==> src/rtl/sfm_pkg.sv <==
package sfm_pkg;

  typedef enum logic [2:0] {
    ST_IDLE      = 3'd0,
    ST_CAL_SYNC  = 3'd1,
    ST_CAL_RUN   = 3'd2,
    ST_MEAS_SYNC = 3'd3,
    ST_MEAS_RUN  = 3'd4
  } sfm_state_e;

endpackage

==> src/rtl/sfm_startup.sv <==
module sfm_startup #(
  parameter int STARTUP_CYCLES = 20
) (
  input  logic clk,
  input  logic rst_n,
  input  logic enable_i,
  output logic ready_o
);

  localparam int SW = $clog2(STARTUP_CYCLES + 1);

  logic [SW-1:0] cnt_q, cnt_d;
  logic          rdy_q, rdy_d;

  always_comb begin
    cnt_d = cnt_q;
    rdy_d = rdy_q;
    if (!enable_i) begin
      cnt_d = '0;
      rdy_d = 1'b0;
    end else if (!rdy_q) begin
      cnt_d = cnt_q + 1'b1;
      rdy_d = (cnt_q == SW'(STARTUP_CYCLES - 1));
    end
  end

  always_ff @(posedge clk or negedge rst_n) begin
    if (!rst_n) begin
      cnt_q <= '0;
      rdy_q <= 1'b0;
    end else begin
      cnt_q <= cnt_d;
      rdy_q <= rdy_d;
    end
  end

  assign ready_o = rdy_q;

  AST_READY_DROPS: assert property (@(posedge clk) disable iff (!rst_n)
    !enable_i |=> !ready_o);
  AST_READY_AFTER_EN: assert property (@(posedge clk) disable iff (!rst_n)
    $rose(ready_o) |-> $past(enable_i));

endmodule

==> src/rtl/sfm_start_gate.sv <==
module sfm_start_gate #(
  parameter int NUM_TRIG = 4,
  parameter int TSEL_W   = 2
) (
  input  logic                clk,
  input  logic                rst_n,
  input  logic                enable_i,
  input  logic                ready_i,
  input  logic                busy_i,
  input  logic                sw_start_i,
  input  logic [TSEL_W-1:0]   trig_sel_i,
  input  logic [NUM_TRIG-1:0] hw_trig_i,
  output logic                start_o
);

  logic                sw_q;
  logic [NUM_TRIG-1:0] hw_q;
  logic [NUM_TRIG-1:0] hw_rise;
  logic                sw_rise;
  logic                sel_rise;

  always_ff @(posedge clk or negedge rst_n) begin
    if (!rst_n) sw_q <= 1'b0;
    else        sw_q <= sw_start_i;
  end

  for (genvar g = 0; g < NUM_TRIG; g++) begin : g_trig
    always_ff @(posedge clk or negedge rst_n) begin
      if (!rst_n) hw_q[g] <= 1'b0;
      else        hw_q[g] <= hw_trig_i[g];
    end
    assign hw_rise[g] = hw_trig_i[g] & ~hw_q[g];
  end

  always_comb begin
    sel_rise = 1'b0;
    for (int i = 0; i < NUM_TRIG; i++) begin
      if (trig_sel_i == TSEL_W'(i)) sel_rise = hw_rise[i];
    end
  end

  assign sw_rise = sw_start_i & ~sw_q;
  assign start_o = enable_i & ready_i & ~busy_i & (sw_rise | sel_rise);

  AST_START_GATED: assert property (@(posedge clk) disable iff (!rst_n)
    start_o |-> (ready_i && !busy_i));

endmodule

==> src/rtl/sfm_prescaler.sv <==
module sfm_prescaler #(
  parameter int DIV_W = 7
) (
  input  logic             clk,
  input  logic             rst_n,
  input  logic             clear_i,
  input  logic             run_i,
  input  logic [DIV_W-1:0] ratio_i,
  output logic             tick_o
);

  logic [DIV_W-1:0] cnt_q, cnt_d;
  logic [DIV_W-1:0] lim;

  assign lim    = (ratio_i < DIV_W'(2)) ? DIV_W'(1) : ratio_i;
  assign tick_o = run_i & (cnt_q == lim - 1'b1);

  always_comb begin
    cnt_d = cnt_q;
    if (clear_i)     cnt_d = '0;
    else if (run_i)  cnt_d = tick_o ? '0 : cnt_q + 1'b1;
  end

  always_ff @(posedge clk or negedge rst_n) begin
    if (!rst_n) cnt_q <= '0;
    else        cnt_q <= cnt_d;
  end

  AST_TICK_SPACING: assert property (@(posedge clk) disable iff (!rst_n)
    (tick_o && run_i && lim > DIV_W'(1) && $stable(ratio_i)) |=> !tick_o);

endmodule

==> src/rtl/sfm_window_engine.sv <==
module sfm_window_engine
  import sfm_pkg::*;
#(
  parameter int SMP_W       = 4,
  parameter int DIV_W       = 7,
  parameter int CNT_W       = 20,
  parameter int CAL_PERIODS = 16
) (
  input  logic             clk,
  input  logic             rst_n,
  input  logic             enable_i,
  input  logic             start_i,
  input  logic             cfg_ref_low_i,
  input  logic             cfg_quick_i,
  input  logic [SMP_W-1:0] cfg_smp_i,
  input  logic [DIV_W-1:0] cfg_div_i,
  input  logic             sosc_lvl_i,
  input  logic             ls_tick_i,
  input  logic             div_tick_i,
  output logic             pre_clear_o,
  output logic             pre_run_o,
  output logic [DIV_W-1:0] pre_ratio_o,
  output logic             busy_o,
  output logic             done_o,
  output logic [CNT_W-1:0] result_o,
  output logic [CNT_W-1:0] cal_result_o
);

  localparam int CALW  = $clog2(CAL_PERIODS + 1);
  localparam int PER_W = (SMP_W > CALW) ? SMP_W : CALW;

  sfm_state_e       state_q, state_d;
  logic             sosc_q;
  logic             mode_ls_q, mode_ls_d;
  logic [SMP_W-1:0] smp_q, smp_d;
  logic [DIV_W-1:0] ratio_q, ratio_d;
  logic [PER_W-1:0] pcnt_q, pcnt_d;
  logic [CNT_W-1:0] acc_q, acc_d;
  logic [CNT_W-1:0] res_q, res_d, cal_q, cal_d;
  logic             done_q, done_d;

  logic             sosc_rise;
  logic             in_cal;
  logic             win_ev;
  logic             cnt_ev;
  logic [PER_W-1:0] target;
  logic [PER_W-1:0] pcnt_inc;
  logic [CNT_W-1:0] acc_sum;

  always_ff @(posedge clk or negedge rst_n) begin
    if (!rst_n) sosc_q <= 1'b0;
    else        sosc_q <= sosc_lvl_i;
  end

  assign sosc_rise = sosc_lvl_i & ~sosc_q;
  assign in_cal    = (state_q == ST_CAL_SYNC) || (state_q == ST_CAL_RUN);
  assign win_ev    = (!in_cal && mode_ls_q) ? ls_tick_i : sosc_rise;
  assign cnt_ev    = in_cal ? div_tick_i : (mode_ls_q ? sosc_rise : 1'b1);
  assign target    = in_cal ? PER_W'(CAL_PERIODS) : PER_W'(smp_q);
  assign pcnt_inc  = pcnt_q + 1'b1;
  assign acc_sum   = acc_q + CNT_W'(cnt_ev);

  always_comb begin
    state_d     = state_q;
    mode_ls_d   = mode_ls_q;
    smp_d       = smp_q;
    ratio_d     = ratio_q;
    pcnt_d      = pcnt_q;
    acc_d       = acc_q;
    res_d       = res_q;
    cal_d       = cal_q;
    done_d      = 1'b0;
    pre_clear_o = 1'b0;
    if (!enable_i) begin
      state_d = ST_IDLE;
    end else begin
      unique case (state_q)
        ST_IDLE: begin
          if (start_i) begin
            mode_ls_d = cfg_ref_low_i;
            smp_d     = (cfg_smp_i == '0) ? SMP_W'(1) : cfg_smp_i;
            ratio_d   = cfg_ref_low_i ? DIV_W'(1) : cfg_div_i;
            state_d   = (cfg_ref_low_i && cfg_quick_i) ? ST_MEAS_SYNC : ST_CAL_SYNC;
          end
        end
        ST_CAL_SYNC, ST_MEAS_SYNC: begin
          if (win_ev) begin
            pcnt_d      = '0;
            acc_d       = '0;
            pre_clear_o = in_cal;
            state_d     = in_cal ? ST_CAL_RUN : ST_MEAS_RUN;
          end
        end
        ST_CAL_RUN, ST_MEAS_RUN: begin
          acc_d = acc_sum;
          if (win_ev) begin
            pcnt_d = pcnt_inc;
            if (pcnt_inc == target) begin
              if (in_cal) begin
                cal_d   = acc_sum;
                state_d = ST_MEAS_SYNC;
              end else begin
                res_d   = acc_sum;
                done_d  = 1'b1;
                state_d = ST_IDLE;
              end
            end
          end
        end
        default: state_d = ST_IDLE;
      endcase
    end
  end

  always_ff @(posedge clk or negedge rst_n) begin
    if (!rst_n) begin
      state_q   <= ST_IDLE;
      mode_ls_q <= 1'b0;
      smp_q     <= '0;
      ratio_q   <= '0;
      pcnt_q    <= '0;
      acc_q     <= '0;
      res_q     <= '0;
      cal_q     <= '0;
      done_q    <= 1'b0;
    end else begin
      state_q   <= state_d;
      mode_ls_q <= mode_ls_d;
      smp_q     <= smp_d;
      ratio_q   <= ratio_d;
      pcnt_q    <= pcnt_d;
      acc_q     <= acc_d;
      res_q     <= res_d;
      cal_q     <= cal_d;
      done_q    <= done_d;
    end
  end

  assign pre_run_o    = (state_q == ST_CAL_RUN);
  assign pre_ratio_o  = ratio_q;
  assign busy_o       = (state_q != ST_IDLE);
  assign done_o       = done_q;
  assign result_o     = res_q;
  assign cal_result_o = cal_q;

  AST_DONE_PULSE: assert property (@(posedge clk) disable iff (!rst_n)
    done_o |=> !done_o);
  AST_DONE_ENDS_BUSY: assert property (@(posedge clk) disable iff (!rst_n)
    done_o |-> !busy_o);
  AST_RESULT_HOLD: assert property (@(posedge clk) disable iff (!rst_n)
    !done_o |-> $stable(result_o));
  AST_ABORT_IDLE: assert property (@(posedge clk) disable iff (!rst_n)
    !enable_i |=> (!busy_o && !done_o));
  AST_BUSY_FROM_START: assert property (@(posedge clk) disable iff (!rst_n)
    $rose(busy_o) |-> $past(start_i));
  AST_QUICK_SKIPS_CAL: assert property (@(posedge clk) disable iff (!rst_n)
    (!busy_o && start_i && enable_i && cfg_ref_low_i && cfg_quick_i)
      |=> (state_q == ST_MEAS_SYNC));
  AST_HS_ALWAYS_CAL: assert property (@(posedge clk) disable iff (!rst_n)
    (!busy_o && start_i && enable_i && !cfg_ref_low_i)
      |=> (state_q == ST_CAL_SYNC));

endmodule

==> src/rtl/sosc_freq_meter.sv <==
module sosc_freq_meter #(
  parameter int NUM_TRIG       = 4,
  parameter int SMP_W          = 4,
  parameter int DIV_W          = 7,
  parameter int CNT_W          = 20,
  parameter int STARTUP_CYCLES = 20,
  parameter int CAL_PERIODS    = 16,
  localparam int TSEL_W        = (NUM_TRIG > 1) ? $clog2(NUM_TRIG) : 1
) (
  input  logic                clk,
  input  logic                rst_n,
  input  logic                cfg_enable,
  input  logic                cfg_sw_start,
  input  logic [TSEL_W-1:0]   cfg_trig_sel,
  input  logic [SMP_W-1:0]    cfg_smp_time,
  input  logic                cfg_ref_low,
  input  logic                cfg_quick,
  input  logic [DIV_W-1:0]    cfg_hs_div,
  input  logic [NUM_TRIG-1:0] hw_trig,
  input  logic                sosc_lvl,
  input  logic                ls_tick,
  output logic                ready,
  output logic                busy,
  output logic                done,
  output logic [CNT_W-1:0]    result,
  output logic [CNT_W-1:0]    cal_result
);

  logic [1:0]       rst_pipe_q;
  logic             rst_n_int;
  logic             start;
  logic             div_tick;
  logic             pre_clear;
  logic             pre_run;
  logic [DIV_W-1:0] pre_ratio;

  always_ff @(posedge clk or negedge rst_n) begin
    if (!rst_n) rst_pipe_q <= '0;
    else        rst_pipe_q <= {rst_pipe_q[0], 1'b1};
  end
  assign rst_n_int = rst_pipe_q[1];

  sfm_startup #(
    .STARTUP_CYCLES(STARTUP_CYCLES)
  ) u_startup (
    .clk      (clk),
    .rst_n    (rst_n_int),
    .enable_i (cfg_enable),
    .ready_o  (ready)
  );

  sfm_start_gate #(
    .NUM_TRIG (NUM_TRIG),
    .TSEL_W   (TSEL_W)
  ) u_gate (
    .clk        (clk),
    .rst_n      (rst_n_int),
    .enable_i   (cfg_enable),
    .ready_i    (ready),
    .busy_i     (busy),
    .sw_start_i (cfg_sw_start),
    .trig_sel_i (cfg_trig_sel),
    .hw_trig_i  (hw_trig),
    .start_o    (start)
  );

  sfm_prescaler #(
    .DIV_W (DIV_W)
  ) u_presc (
    .clk     (clk),
    .rst_n   (rst_n_int),
    .clear_i (pre_clear),
    .run_i   (pre_run),
    .ratio_i (pre_ratio),
    .tick_o  (div_tick)
  );

  sfm_window_engine #(
    .SMP_W       (SMP_W),
    .DIV_W       (DIV_W),
    .CNT_W       (CNT_W),
    .CAL_PERIODS (CAL_PERIODS)
  ) u_engine (
    .clk           (clk),
    .rst_n         (rst_n_int),
    .enable_i      (cfg_enable),
    .start_i       (start),
    .cfg_ref_low_i (cfg_ref_low),
    .cfg_quick_i   (cfg_quick),
    .cfg_smp_i     (cfg_smp_time),
    .cfg_div_i     (cfg_hs_div),
    .sosc_lvl_i    (sosc_lvl),
    .ls_tick_i     (ls_tick),
    .div_tick_i    (div_tick),
    .pre_clear_o   (pre_clear),
    .pre_run_o     (pre_run),
    .pre_ratio_o   (pre_ratio),
    .busy_o        (busy),
    .done_o        (done),
    .result_o      (result),
    .cal_result_o  (cal_result)
  );

  AST_BUSY_NEEDS_READY: assert property (@(posedge clk) disable iff (!rst_n_int)
    $rose(busy) |-> $past(ready));

endmodule

==> config.mk <==
export PLATFORM = sky130hd
export DESIGN_NAME = sosc_freq_meter
export DESIGN_NICKNAME = d
export VERILOG_FILES = /design/src/rtl/sfm_pkg.sv /design/src/rtl/sfm_startup.sv /design/src/rtl/sfm_start_gate.sv /design/src/rtl/sfm_prescaler.sv /design/src/rtl/sfm_window_engine.sv /design/src/rtl/sosc_freq_meter.sv
export SDC_FILE = /design/constraint.sdc
export NUM_CORES = 1
export LEC_CHECK = 0
export ABC_AREA = 1
export BUFFER_PORTS_ARGS = -buffer_cell sky130_fd_sc_hd__buf_2
export CAP_MARGIN = 25
export CORE_ASPECT_RATIO = 2
export CORE_MARGIN = 4
export CORE_UTILIZATION = 63
export DETAILED_ROUTE_END_ITERATION = 8
export PLACE_DENSITY_LB_ADDON = 0.15
export SLEW_MARGIN = 0
export SYNTH_ARGS = -nofsm -noshare
export SYNTH_HDL_FRONTEND = slang
export SYNTH_HIERARCHICAL = 1
export SYNTH_SLANG_ARGS = --single-unit
==> constraint.sdc <==
create_clock -name clk -period 5.6 [get_ports clk]
set_input_delay 1.12 -clock clk [delete_from_list [all_inputs] [get_ports clk]]
set_output_delay 1.12 -clock clk [all_outputs]
set_load 0.02 [all_outputs]
### Word-level counts from Yosys, hierarchy flattened

Index checks and enable logic that the tools add are counted.

| storage, ports and cells | value |
|---|---|
| register bits after elaboration | 102 |
| bits of input ports | 25 |
| logic and storage cells | 119 |

| operators by class | value |
|---|---|
| add/sub/neg operators | 5 |
| magnitude comparators | 1 |
| equality and inequality tests | 17 |
| mux-type cells | 40 |
| bitwise logic cells | 19 |
| reduce and logical (&&, ||, !) cells | 18 |

Operators by type and width:

| cell | number |
|---|---|
| $pmux 20 s2 | 1 |
| $mux 7 | 5 |
| $mux 5 | 5 |
| $add 20x1->20 | 1 |
| $mux 20 | 1 |
| $mux 3 | 6 |
| $mux 1 | 17 |
| $add 5x1->5 const B | 2 |
| $and 1x1->1 | 10 |
| $pmux 5 s2 | 1 |
| $reduce_and 5->1 | 2 |
| $ne 3x2->1 const B | 3 |
| $pmux 3 s3 | 1 |
| $not 1->1 | 8 |
| $reduce_and 4->1 | 2 |
| $add 7x1->7 const B | 1 |
| $eq 7x7->1 | 1 |
| $lt 7x2->1 const B | 1 |
| $sub 7x1->7 const B | 1 |
| $eq 3x2->1 const B | 2 |
| $reduce_and 3->1 | 2 |
| $eq 5x5->1 | 1 |
| $eq 5x5->1 const B | 1 |
| $eq 2x2->1 const B | 2 |
| 18 further kinds | 23 |

### Logic depth before layout (Yosys ltp)

Gate-level depths: netlist of run 1.

| logic depth | value |
|---|---|
| word-level depth | 11 |
| mapped depth | 26 |
| depth with buffers taken out | 26 |

### Hierarchy

Netlist of run 1, hierarchy kept.

By module, submodules not included:

| module | instances | cells each | area each (um^2) |
|---|---|---|---|
| sfm_window_engine | 1 | 484 | 4103.9 |
| sfm_prescaler | 1 | 102 | 634.4 |
| sfm_startup | 1 | 38 | 297.8 |
| sfm_start_gate | 1 | 22 | 209.0 |
| sosc_freq_meter | 1 | 3 | 53.8 |

### Worst setup path after synthesis of run 1

OpenSTA, ideal clock, no wires.

| path | value |
|---|---|
| path kind | reg2reg |
| start | reg u_engine.ratio_q[3], in the netlist u_engine/pre_ratio_o[3] |
| end | reg u_engine.acc_q[10] |
| setup time | 0.083 ns |
| data arrival time | 3.162 ns |
| data required time | 5.517 ns |
| slack | 2.356 ns |
| stages on the path, launching flop included | 26 |
| buffers on the path | 0 |
| clock period less this slack | 3.244 ns |
| cells stage by stage | dfrtp_1 nor2_2 nand3_1 nand2_1 inv_1 ha_1 nand2_1 nand2_1 nor2_1 nand3_1 nor2_1 nand3_1 nor2_1 o22ai_1 inv_1 ha_1 ha_1 nand2_1 nor2_1 nand3_1 nor2_1 nand2_1 nor2_1 xor2_1 inv_1 o21ai_0 |

| on the way | value |
|---|---|
| longest elaborated chain between the ends | 8 |

RTL lines:

| item | RTL line | RTL |
|---|---|---|
| start: declaration | sfm_window_engine.sv:36 | `logic [DIV_W-1:0] ratio_q, ratio_d;` |
| start signal: assignment | sfm_window_engine.sv:130 | `ratio_q <= ratio_d;` |
| $lt 7x2->1 | sfm_prescaler.sv:15 | `assign lim = (ratio_i < DIV_W'(2)) ? DIV_W'(1) : ratio_i;` |
| $mux 7 * | sfm_prescaler.sv:15 |  |
| $sub 7x1->7 * | sfm_prescaler.sv:16 | `assign tick_o = run_i & (cnt_q == lim - 1'b1);` |
| $eq 7x7->1 * | sfm_prescaler.sv:16 |  |
| $and 1x1->1 * | sfm_prescaler.sv:16 |  |
| via div_tick | sosc_freq_meter.sv:32 | `logic div_tick;` |
| $mux 1 * | sfm_window_engine.sv:58 | `assign cnt_ev = in_cal ? div_tick_i : (mode_ls_q ? sosc_rise : 1'b1);` |
| $add 20x1->20 * | sfm_window_engine.sv:61 | `assign acc_sum = acc_q + CNT_W'(cnt_ev);` |
| $pmux 20 s2 * | sfm_window_engine.sv:77 | `unique case (state_q)` |
| end signal: assignment | sfm_window_engine.sv:122 | `acc_q <= '0;` |
| end signal: assignment | sfm_window_engine.sv:132 | `acc_q <= acc_d;` |
| end: declaration | sfm_window_engine.sv:38 | `logic [CNT_W-1:0] acc_q, acc_d;` |

The timed path passes the listed nets; every way through them passes the cells marked *.
A chain may end at the register's enable or synchronous reset.

### Worst setup path in the final report of run 1

| path | value |
|---|---|
| start | reg u_engine.ratio_q[5], in the netlist u_engine/pre_ratio_o[5] |
| end | reg u_engine.acc_q[10] |

The elaborated chain is that of the path after synthesis.

==> metrics.txt, run 1 <==
CTS root buffer clkbuf_16; largest net degree at the start of global routing 57; Pleak 0.00315 uW; Reg area 2560 um2; worst slew pin tran 0.823 ns; cells after synthesis 649; Fmax achieved 261 MHz; vias 4451; nets 746; status finished clean; Initial Util 0.644; IO buf count 67; post-CTS setup buffer count 0; Global Route met3 Usage 0.0431; Worst Setup Start Kind flop; CP required 5.85 ns; Detail Route Antenna Nets 0; Synth Flop Type dfrtp_1; Max-cap violations 0; number of synthesized register bits 102; Worst Path Arrival 4.08 ns; worst skew pair latency 0.34 ns; placed cell count 802; Final Max Slew Viols 0; Multi-input gate area 2300 um2; most common cell in the netlist nand2_1; Synth top area share 0.482; GRT busiest layer met2; H-tree depth 3; pwr dens 386 nW/um2; cts bufs inserted 9; post-CTS sizing 0; Ant. Diodes 0; die outline area 10000 um2; Layout fillers 674; final worst setup slack 1.77 ns; post-synth top area cell dfrtp_1; setup violators final 0; Boundary Pins 68; RSZ-0062 raised after global routing no; share of layout cells above drive strength 1 0.186; setup TNS 0 ns; sequential share of the synthesized area 0.482; Synth cell types 37; 1st-iter DRT viols 259; commonest cells in the netlist 193 x nand2_1, 102 x dfrtp_1, 80 x inv_1; HPWL Detailed 9030 um; Post-synth EDFFs 0; syn_nets 680; clk slew on worst S/H paths 0.07 ns; Setup CP Type flop to flop; IR drop worst, VDD 0.000210 V; syn avg cell area 8.16 um2; relative slew slack 0.450; Die Y-Extent 138 um; Fin. Hold Viols 0; final WL 12000 um; pre-CTS WS 1.83 ns; asr flop ratio synth 1.00; CTS tree built; vias in the first global route 4429; FP Rows 47; DRT Pass-1 Iters 5; global-route wire length before repair 19500 um; met1 Use GR 0.253; Syn-to-layout area delta 12.2%; Hold/Removal Path Class flop to asynchronous set/reset pin; mapped cell area 5300 um2; remaining global-route overflow 0; endpoint class of the critical path flop; Non-Filler Instances 818; Worst Path Max Fanout 5; GP Congestion 0.960; Overall Global Routing Usage 0.250; Die X 72.9 um; fin crit period 3.83 ns; initial antenna violation count 0; Vias/cell 5.44; hold buffer count at CTS 0; largest cells by area after synthesis dfrtp_1 48%, nand2_1 14%, nand3_1 6.5%, inv_1 5.7%, xor2_1 3.1%; Tcrit/Tclk final 0.685; post-route DRC violation count 0; clock sink count 102; met2 GRT Util 0.485; clk buf depth 2; core area 8230 um2; Clock Skew 0.00700 ns; routed length per placed instance 14.7 um; Synth Warn # 6; post-layout power 2300 uW
registers in the layout, summed over array words and instances, names as in the netlist:
signal                 cells
rst_pipe_q                 2
u_engine/acc_q            20
u_engine/cal_result_o     20
u_engine/done_o            1
u_engine/mode_ls_q         1
u_engine/pcnt_q            5
u_engine/pre_ratio_o       7
u_engine/result_o         20
u_engine/smp_q             4
u_engine/sosc_q            1
u_engine/state_q           3
u_gate/hw_q                4
u_gate/sw_q                1
u_presc/cnt_q              7
u_startup/cnt_q            5
u_startup/ready_o          1
placed cells by master (no fill, tap or decap), drive strengths merged:
cell type and n:
nand3b 6, nand4 10, clkinv 3, o21a 1, nor3 8, clkbuf 9, inv 89, a22o 6
nand2 202, and2 1, o21ai 42, buf 69, dfrtp 102, conb 1, xor2 19, nor2 47
clkinvlp 3, xnor2 2, nand3 75, ha 6, a31oi 1, a21oi 6, o22ai 12
worst paths after layout:
path                                                           from                                   to  slack, ns  cells after the start
max in group asynchronous                   rst_pipe_q[1]$_DFF_PN0_  u_engine/pre_ratio_o[1]$_DFFE_PN0P_       4.16                      1
worst min-delay path                        rst_pipe_q[1]$_DFF_PN0_    u_engine/result_o[19]$_DFFE_PN0P_       0.32                      0
worst max-delay path            u_engine/pre_ratio_o[5]$_DFFE_PN0P_       u_engine/acc_q[10]$_DFFE_PN0P_       1.77                     25
worst max register to register  u_engine/pre_ratio_o[5]$_DFFE_PN0P_       u_engine/acc_q[10]$_DFFE_PN0P_       1.77                     25
min in group clk                            rst_pipe_q[0]$_DFF_PN0_              rst_pipe_q[1]$_DFF_PN0_       0.36                      0
worst min register to register              rst_pipe_q[1]$_DFF_PN0_    u_engine/result_o[19]$_DFFE_PN0P_       0.32                      0
power breakdown:
part / internal [uW] / switching (uW) / total, uW / leakage [uW]
clock network: 306 / 281 / 587 / 0.000130
logic: 222 / 517 / 739 / 0.00164
registers: 848 / 121 / 969 / 0.00138
layout make-up:
cell class / count / share of cell area
Clock buffer: 9 / 0.0379
Clock inverter: 7 / 0.00947
Inverter: 88 / 0.0560
Multi-Input combinational cell: 445 / 0.387
Sequential cell: 102 / 0.430
Tap cell: 98 / 0.0206
Timing Repair Buffer: 69 / 0.0589
critical path, stage by stage, from the launching register on:
cell	delay, ns
dfrtp_1	0.42
nor2_1	0.19
nand3_1	0.12
nand2_1	0.09
inv_1	0.04
ha_1	0.29
nand2_1	0.07
nand2_1	0.04
nor2_1	0.09
nand3_1	0.08
nor2_1	0.10
nand3_1	0.11
nor2_1	0.13
o22ai_1	0.10
inv_1	0.06
ha_1	0.20
ha_1	0.24
nand2_1	0.11
nor2_1	0.10
nand3_1	0.09
nor2_1	0.28
nand2_1	0.14
nor2_1	0.13
xor2_1	0.23
inv_1	0.09
o21ai_0	0.17
cells by family (layout without fill, tap and decap cells):
kind of cell               Yosys count  after routing  synth area share
adders and majority gates            6              6            0.0142
xor gates and xnor gates            21             21            0.0347
and+or+nand+nor                    349            349             0.303
AOI/OAI and AO/OA                   68             68            0.0819
buffers and inverters              102            173            0.0838
DFF                                102            102             0.482
other                                1              1          0.000708
per-layer routing:
layer	part of all wire	wire [um]
met5	0	0
met4	0.026	308
met3	0.038	456
met2	0.58	6910
met1	0.36	4330
per-stage QoR:
stage | hold WS [ns] | utilization | cell area [um2]
6_report | 0.323 | 0.722 | 5950
5_1_grt | 0.366 | 0.722 | 5950
4_1_cts | 0.349 | 0.722 | 5950
3_5_place_dp | 0.344 | 0.688 | 5660
3_3_place_gp | 0.335 | 0.688 | 5660
2_1_floorplan | 0.331 | - | 5300
No activity file was read; power rests on OpenSTA's default activity.
==> run 2: changes to the inputs <==
--- a/config.mk
+++ b/config.mk
@@ -5,12 +5,12 @@
 export SDC_FILE = /design/constraint.sdc
 export NUM_CORES = 1
 export LEC_CHECK = 0
-export ABC_AREA = 1
+export ABC_AREA = 0
 export BUFFER_PORTS_ARGS = -buffer_cell sky130_fd_sc_hd__buf_2
 export CAP_MARGIN = 25
 export CORE_ASPECT_RATIO = 2
 export CORE_MARGIN = 4
-export CORE_UTILIZATION = 63
+export CORE_UTILIZATION = 58
 export DETAILED_ROUTE_END_ITERATION = 8
 export PLACE_DENSITY_LB_ADDON = 0.15
 export SLEW_MARGIN = 0
==> constraint.sdc (replaced) <==
create_clock -name clk -period 3.7 [get_ports clk]
set_input_delay 0.74 -clock clk [delete_from_list [all_inputs] [get_ports clk]]
set_output_delay 0.74 -clock clk [all_outputs]
set_load 0.02 [all_outputs]
==> run 2 against run 1 <==
Global-route usage fell by 2.7 points. Total power rose by 41%. Register-to-register slack got worse by 1.7 ns. Critical path type unchanged. Largest power group unchanged. Highest routed layer unchanged.
==> metrics.txt, run 2 <==
Max-cap violations 0; remaining global-route overflow 0; H-tree depth 3; sequential share of the synthesized area 0.491; CTS tree built; RSZ-0062 raised after global routing yes; Synth top area share 0.491; commonest cells after routing, fill and taps aside 98 x dfrtp_1, 67 x buf_2, 41 x nand2_1, 29 x o21ai_0, 27 x mux2_2; post-route DRC violation count 0; FP Rows 48; adder-cell area share of the yosys netlist 0.0144; Pleak 0.00309 uW; nets 568; Synth Warn # 6; Critical Path End u_engine/result_o[10]$_DFFE_PN0P_; Flop pwr share 0.410; DRT Pass-1 Iters 4; Clk network pwr share 0.299; Multi-input gate area 2600 um2; Simple-Gate Fraction of Synth Area 0.152; Worst Path Max Fanout 7; worst skew pair latency 0.35 ns; Worst R2R Setup Slack 0.11 ns; die outline area 10600 um2; vias 3816; Die X 74.9 um; Boundary Pins 68; Synth Flop Type dfrtp_1; IO buf count 67; commonest non-fill, non-tap cell in the layout dfrtp_1; final WL 11500 um; 1st-iter DRT viols 256; Worst R2R End u_engine/result_o[10]$_DFFE_PN0P_; CP required 3.93 ns; Comb power frac 0.291; Post-synth EDFFs 0; clk slew on worst S/H paths 0.07 ns; status finished clean; xor and xnor fraction of the mapped netlist area 0.0698; Detail Route Antenna Nets 0; Clock Skew 0.0116 ns; syn avg cell area 11.3 um2; fin crit period 3.59 ns; Synth cell types 65; endpoint class of the critical path flop; core area 8710 um2; Vias/cell 5.94; P_sw 1110 uW; routed length per placed instance 17.8 um; cells after synthesis 459; share of layout cells above drive strength 1 0.349; Hold/Removal Path Class input pin to asynchronous set/reset pin; worst slew pin tran 0.916 ns; Layout fillers 645; pwr dens 530 nW/um2; largest cells by area after synthesis dfrtp_1 49%, mux2_4 6.1%, mux2_2 5.8%, xnor2_1 3.5%, o21ai_0 3.1%; Setup CP Type flop to flop; Syn-to-layout area delta 17.7%; Fmax achieved 279 MHz; Tcrit/Tclk final 0.969; CP startpoint u_engine/pre_ratio_o[6]$_DFFE_PN0P_; asr flop ratio synth 1.00; post-synth top area cell dfrtp_1; mux contribution to synthesized area 0.123; Worst Path Arrival 3.81 ns; number of synthesized register bits 102; reg-to-reg startpoint u_engine/pre_ratio_o[6]$_DFFE_PN0P_; utilization after layout 0.703; internal power 2130 uW; clock sink count 102; CTS root buffer clkbuf_16; Overall Global Routing Usage 0.223; cts bufs inserted 9; Final Max Slew Viols 0; largest net degree at the start of global routing 72; sw frac 0.343; global-route wire length before repair 18400 um; initial antenna violation count 0; most common cell in the netlist dfrtp_1; R2R depth 13; setup violators final 0; Reg area 2560 um2; syn_nets 490; HPWL Detailed 8100 um; largest family of logic cells by synthesized area simple AND/OR/NAND/NOR gates; Compound-Gate Fraction of Synth Area 0.122; Initial Util 0.597; mapped cell area 5200 um2; clk buf depth 2; DP Area 5680 um2; Fin. Hold Viols 0; Die Y-Extent 142 um; vias in the first global route 3903; commonest cells in the netlist 102 x dfrtp_1, 41 x nand2_1, 32 x o21ai_0; Ant. Diodes 0; IR drop worst, VDD 0.000343 V; relative slew slack 0.389; Worst Setup Start Kind flop; final instance area 6120 um2; GP Congestion 0.876
-- run 2: cell types whose count changed after synthesis, sizes merged, moves of 20 or more --
cell   previous run  this run
inv              87         9
mux2              0        48
nand2           202        41
nand3            75        14
nor2             47        17
xnor2             2        22
-- run 2: through the flow --
step           total power (uW)  setup WS, ns  setup TNS [ns]  std cells  hold slack, ns
2_1_floorplan              2000        0.0699               0        459           0.331
3_3_place_gp               2210         0.101               0        621           0.338
3_5_place_dp               2250       -0.0535          -0.109        621           0.343
4_1_cts                    3230       0.00518               0        637           0.149
5_1_grt                    3410       -0.0478          -0.159        642           0.149
6_report                   3250         0.115               0        642           0.160
-- run 2: final cells by class --
class / instances / area share
sequential: 102 / 0.418
inverter: 9 / 0.00552
multi-input combinational: 327 / 0.425
timing repair buffer: 88 / 0.0805
tap: 100 / 0.0204
clock inverter: 7 / 0.0133
clock buffer: 9 / 0.0368
-- run 2: kinds of logic (layout without fill, tap and decap cells) --
logic type | Yosys count | in the layout
AND/OR/NAND/NOR | 142 | 142
flip-flops | 102 | 102
AO/OA/AOI/OAI | 89 | 89
multiplexers | 50 | 50
XOR/XNOR | 39 | 39
buffers and inverters | 30 | 113
adder cells (fa/ha/maj) | 6 | 6
other | 1 | 1
-- run 2: how the worst min path moves through the flow --
stage	from	depth (start not counted)	endpoint
global route	rst_n	1	rst_pipe_q[1]$_DFF_PN0_
floorplan	rst_pipe_q[0]$_DFF_PN0_	0	rst_pipe_q[1]$_DFF_PN0_
global placement	rst_pipe_q[0]$_DFF_PN0_	0	rst_pipe_q[1]$_DFF_PN0_
CTS	rst_n	1	rst_pipe_q[1]$_DFF_PN0_
finish	rst_n	1	rst_pipe_q[1]$_DFF_PN0_
detailed placement	rst_pipe_q[0]$_DFF_PN0_	0	rst_pipe_q[1]$_DFF_PN0_
-- run 2: critical path: stages (launching register included) --
cell	delay (ns)
dfrtp_1	0.43
or3_1	0.40
a21o_1	0.19
a221o_1	0.39
a2111oi_4	0.36
nor2_1	0.08
a31oi_1	0.17
ha_2	0.21
ha_2	0.17
and3_1	0.17
and4_4	0.29
and4_4	0.26
xor2_1	0.08
mux2_4	0.27
-- run 2: metal layers --
metal,part of all wire,routed length [um],global-route usage,up-vias
li1,-,-,-,1791
met1,0.36,4110,0.239,1911
met2,0.59,6730,0.417,93
met3,0.031,357,0.0312,21
met4,0.022,250,0.0901,0
met5,0,0,0,-
-- run 2: what timing repair did --
action / CTS / global route
setup buffers: 0 / 5
hold endpoints to repair: 0 / 0
hold buffers: 0 / 0
pin swaps: 1 / 11
setup endpoints to repair: 17 / 42
gates cloned: 0 / 0
gates resized for setup: 5 / 22
-- run 2: power by group through the flow --
stage	combinational, uW	clock [uW]	sequential, uW
global route	1030	1030	1340
detailed placement	902	0	1340
floorplan	684	0	1310
finish	946	970	1330
global placement	873	0	1340
CTS	915	993	1320
==> run 3: changes to the inputs <==
--- a/config.mk
+++ b/config.mk
@@ -13,6 +13,7 @@
 export CORE_UTILIZATION = 58
 export DETAILED_ROUTE_END_ITERATION = 8
 export PLACE_DENSITY_LB_ADDON = 0.15
+export RECOVER_POWER = 100
 export SLEW_MARGIN = 0
 export SYNTH_ARGS = -nofsm -noshare
 export SYNTH_HDL_FRONTEND = slang
==> run 3 against run 2 <==
The run now ends with max-capacitance violations, max-slew violations left. Sequential share of layout area grew 0.54 points. Cell area down 1.4%. Combinational power fell by 2.3%. Clock power is essentially flat. Critical path depth rose by 3. Clock skew fell by 0.0027 ns. Critical path type unchanged. Largest cell class unchanged. Largest power group unchanged.
==> metrics.txt, run 3 (synthesis gave the netlist of run 2 again) <==
routed length per placed instance 17.9 um; post-layout power 3220 uW; endpoint class of the critical path flop; core area 8710 um2; initial antenna violation count 0; slowest CP cell dfrtp_2; cts bufs inserted 9; commonest non-fill, non-tap cell in the layout dfrtp_1; clk slew on worst S/H paths 0.07 ns; Tcrit/Tclk final 0.971; worst slew pin tran 2.83 ns; Fmax achieved 278 MHz; share of layout cells above drive strength 1 0.249; worst skew pair latency 0.35 ns; status finished with violations; Clock Skew 0.00890 ns; pre-CTS WS -0.0535 ns; setup violators final 0; Setup CP Type flop to flop; clock sink count 102; Largest stage delay, worst path 0.46 ns; nets 568; 1st-iter DRT viols 243; Syn-to-layout area delta 16.1%; commonest cells after routing, fill and taps aside 99 x dfrtp_1, 50 x clkbuf_1, 41 x nand2_1, 30 x o21ai_0, 27 x mux2_2; clk buf depth 2; H-tree depth 3; Worst Path Max Fanout 7; largest net degree at the start of global routing 72; CTS root buffer clkbuf_16; Die X 74.9 um; Final Max Slew Viols 72; IR drop worst, VDD 0.000343 V; HPWL Detailed 8100 um; Worst Path Arrival 3.82 ns; Detail Route Antenna Nets 0; Vias/cell 5.97; CP required 3.93 ns; final WL 11500 um; FP Rows 48; die outline area 10600 um2; vias in the first global route 3903; fin crit period 3.59 ns; pwr dens 534 nW/um2; remaining global-route overflow 0; Cell Chain, Critical Path nor3_4 > a21oi_2 > ha_4 > and2_4 > o21ai_4 > a31oi_4 > a2111oi_4 > nor2_1 > a31oi_1 > ha_2 > ha_2 > and3_1 > and4_4 > and4_4 > xor2_1 > mux2_4; Initial Util 0.597; Hold/Removal Path Class input pin to asynchronous set/reset pin; Fin. Hold Viols 0; Boundary Pins 68; Ant. Diodes 0; GP Congestion 0.876; utilization after layout 0.693; post-route DRC violation count 0; Die Y-Extent 142 um; relative slew slack -0.889; Worst R2R Setup Slack 0.11 ns; vias 3830; Overall Global Routing Usage 0.223; failing checks max-capacitance violations, max-slew violations; CTS tree built; IO buf count 67; RSZ-0062 raised after global routing yes; Worst Setup Start Kind flop; Pleak 0.00287 uW; DRT Pass-1 Iters 4; final worst setup slack 0.106 ns; global-route wire length before repair 18400 um; setup TNS 0 ns; Max-cap violations 1
## run 3: layer usage
layer / wire [um] / track usage
met5: 0 / 0
met4: 237 / 0.0901
met3: 396 / 0.0312
met2: 6680 / 0.417
met1: 4200 / 0.239
## run 3: through the flow
stage	instances	area (um2)	hold slack, ns
floorplan	459	5200	0.331
detailed placement	621	5680	0.343
global route	642	6030	0.155
CTS	637	6000	0.149
global placement	621	5680	0.338
finish	642	6030	0.155
## run 3: power by group
part,internal [uW],leakage (uW),switching [uW]
logic,381,0.00134,543
clock network,535,0.000146,434
registers,1200,0.00138,131
total,2120,0.00287,1110
## run 3: final timing paths
kind | endpoint | from | cells after the start
min in group clk | rst_pipe_q[1]$_DFF_PN0_ | rst_pipe_q[0]$_DFF_PN0_ | 0
max in group asynchronous | u_engine/cal_result_o[12]$_DFFE_PN0P_ | rst_pipe_q[1]$_DFF_PN0_ | 1
min | rst_pipe_q[1]$_DFF_PN0_ | rst_n | 1
min reg2reg | rst_pipe_q[1]$_DFF_PN0_ | rst_pipe_q[0]$_DFF_PN0_ | 0
max reg2reg | u_engine/result_o[10]$_DFFE_PN0P_ | u_engine/pre_ratio_o[4]$_DFFE_PN0P_ | 16
max | u_engine/result_o[10]$_DFFE_PN0P_ | u_engine/pre_ratio_o[4]$_DFFE_PN0P_ | 16
## run 3: final cells by class
class / instances / area [um2]
clock buffer: 9 / 225
clock inverter: 7 / 81.3
fill: 673 / 2670
inverter: 9 / 33.8
multi-input combinational: 327 / 2590
sequential: 102 / 2560
tap: 100 / 125
timing repair buffer: 88 / 425
## run 3: worst max-delay path, delay by kind of cell (launching register included)
family	cells	cell delay [ns]
and+or+nand+nor	6	1.22
AOI/OAI and AO/OA	5	0.87
adders and majority gates	3	0.57
DFF	1	0.46
muxes	1	0.27
xor gates and xnor gates	1	0.08
## run 3: repair_timing
item,CTS,global route
gates resized for setup,5,22
hold buffers,0,0
setup endpoints to repair,17,42
pin swaps,1,11
setup buffers,0,5
cloned,0,0
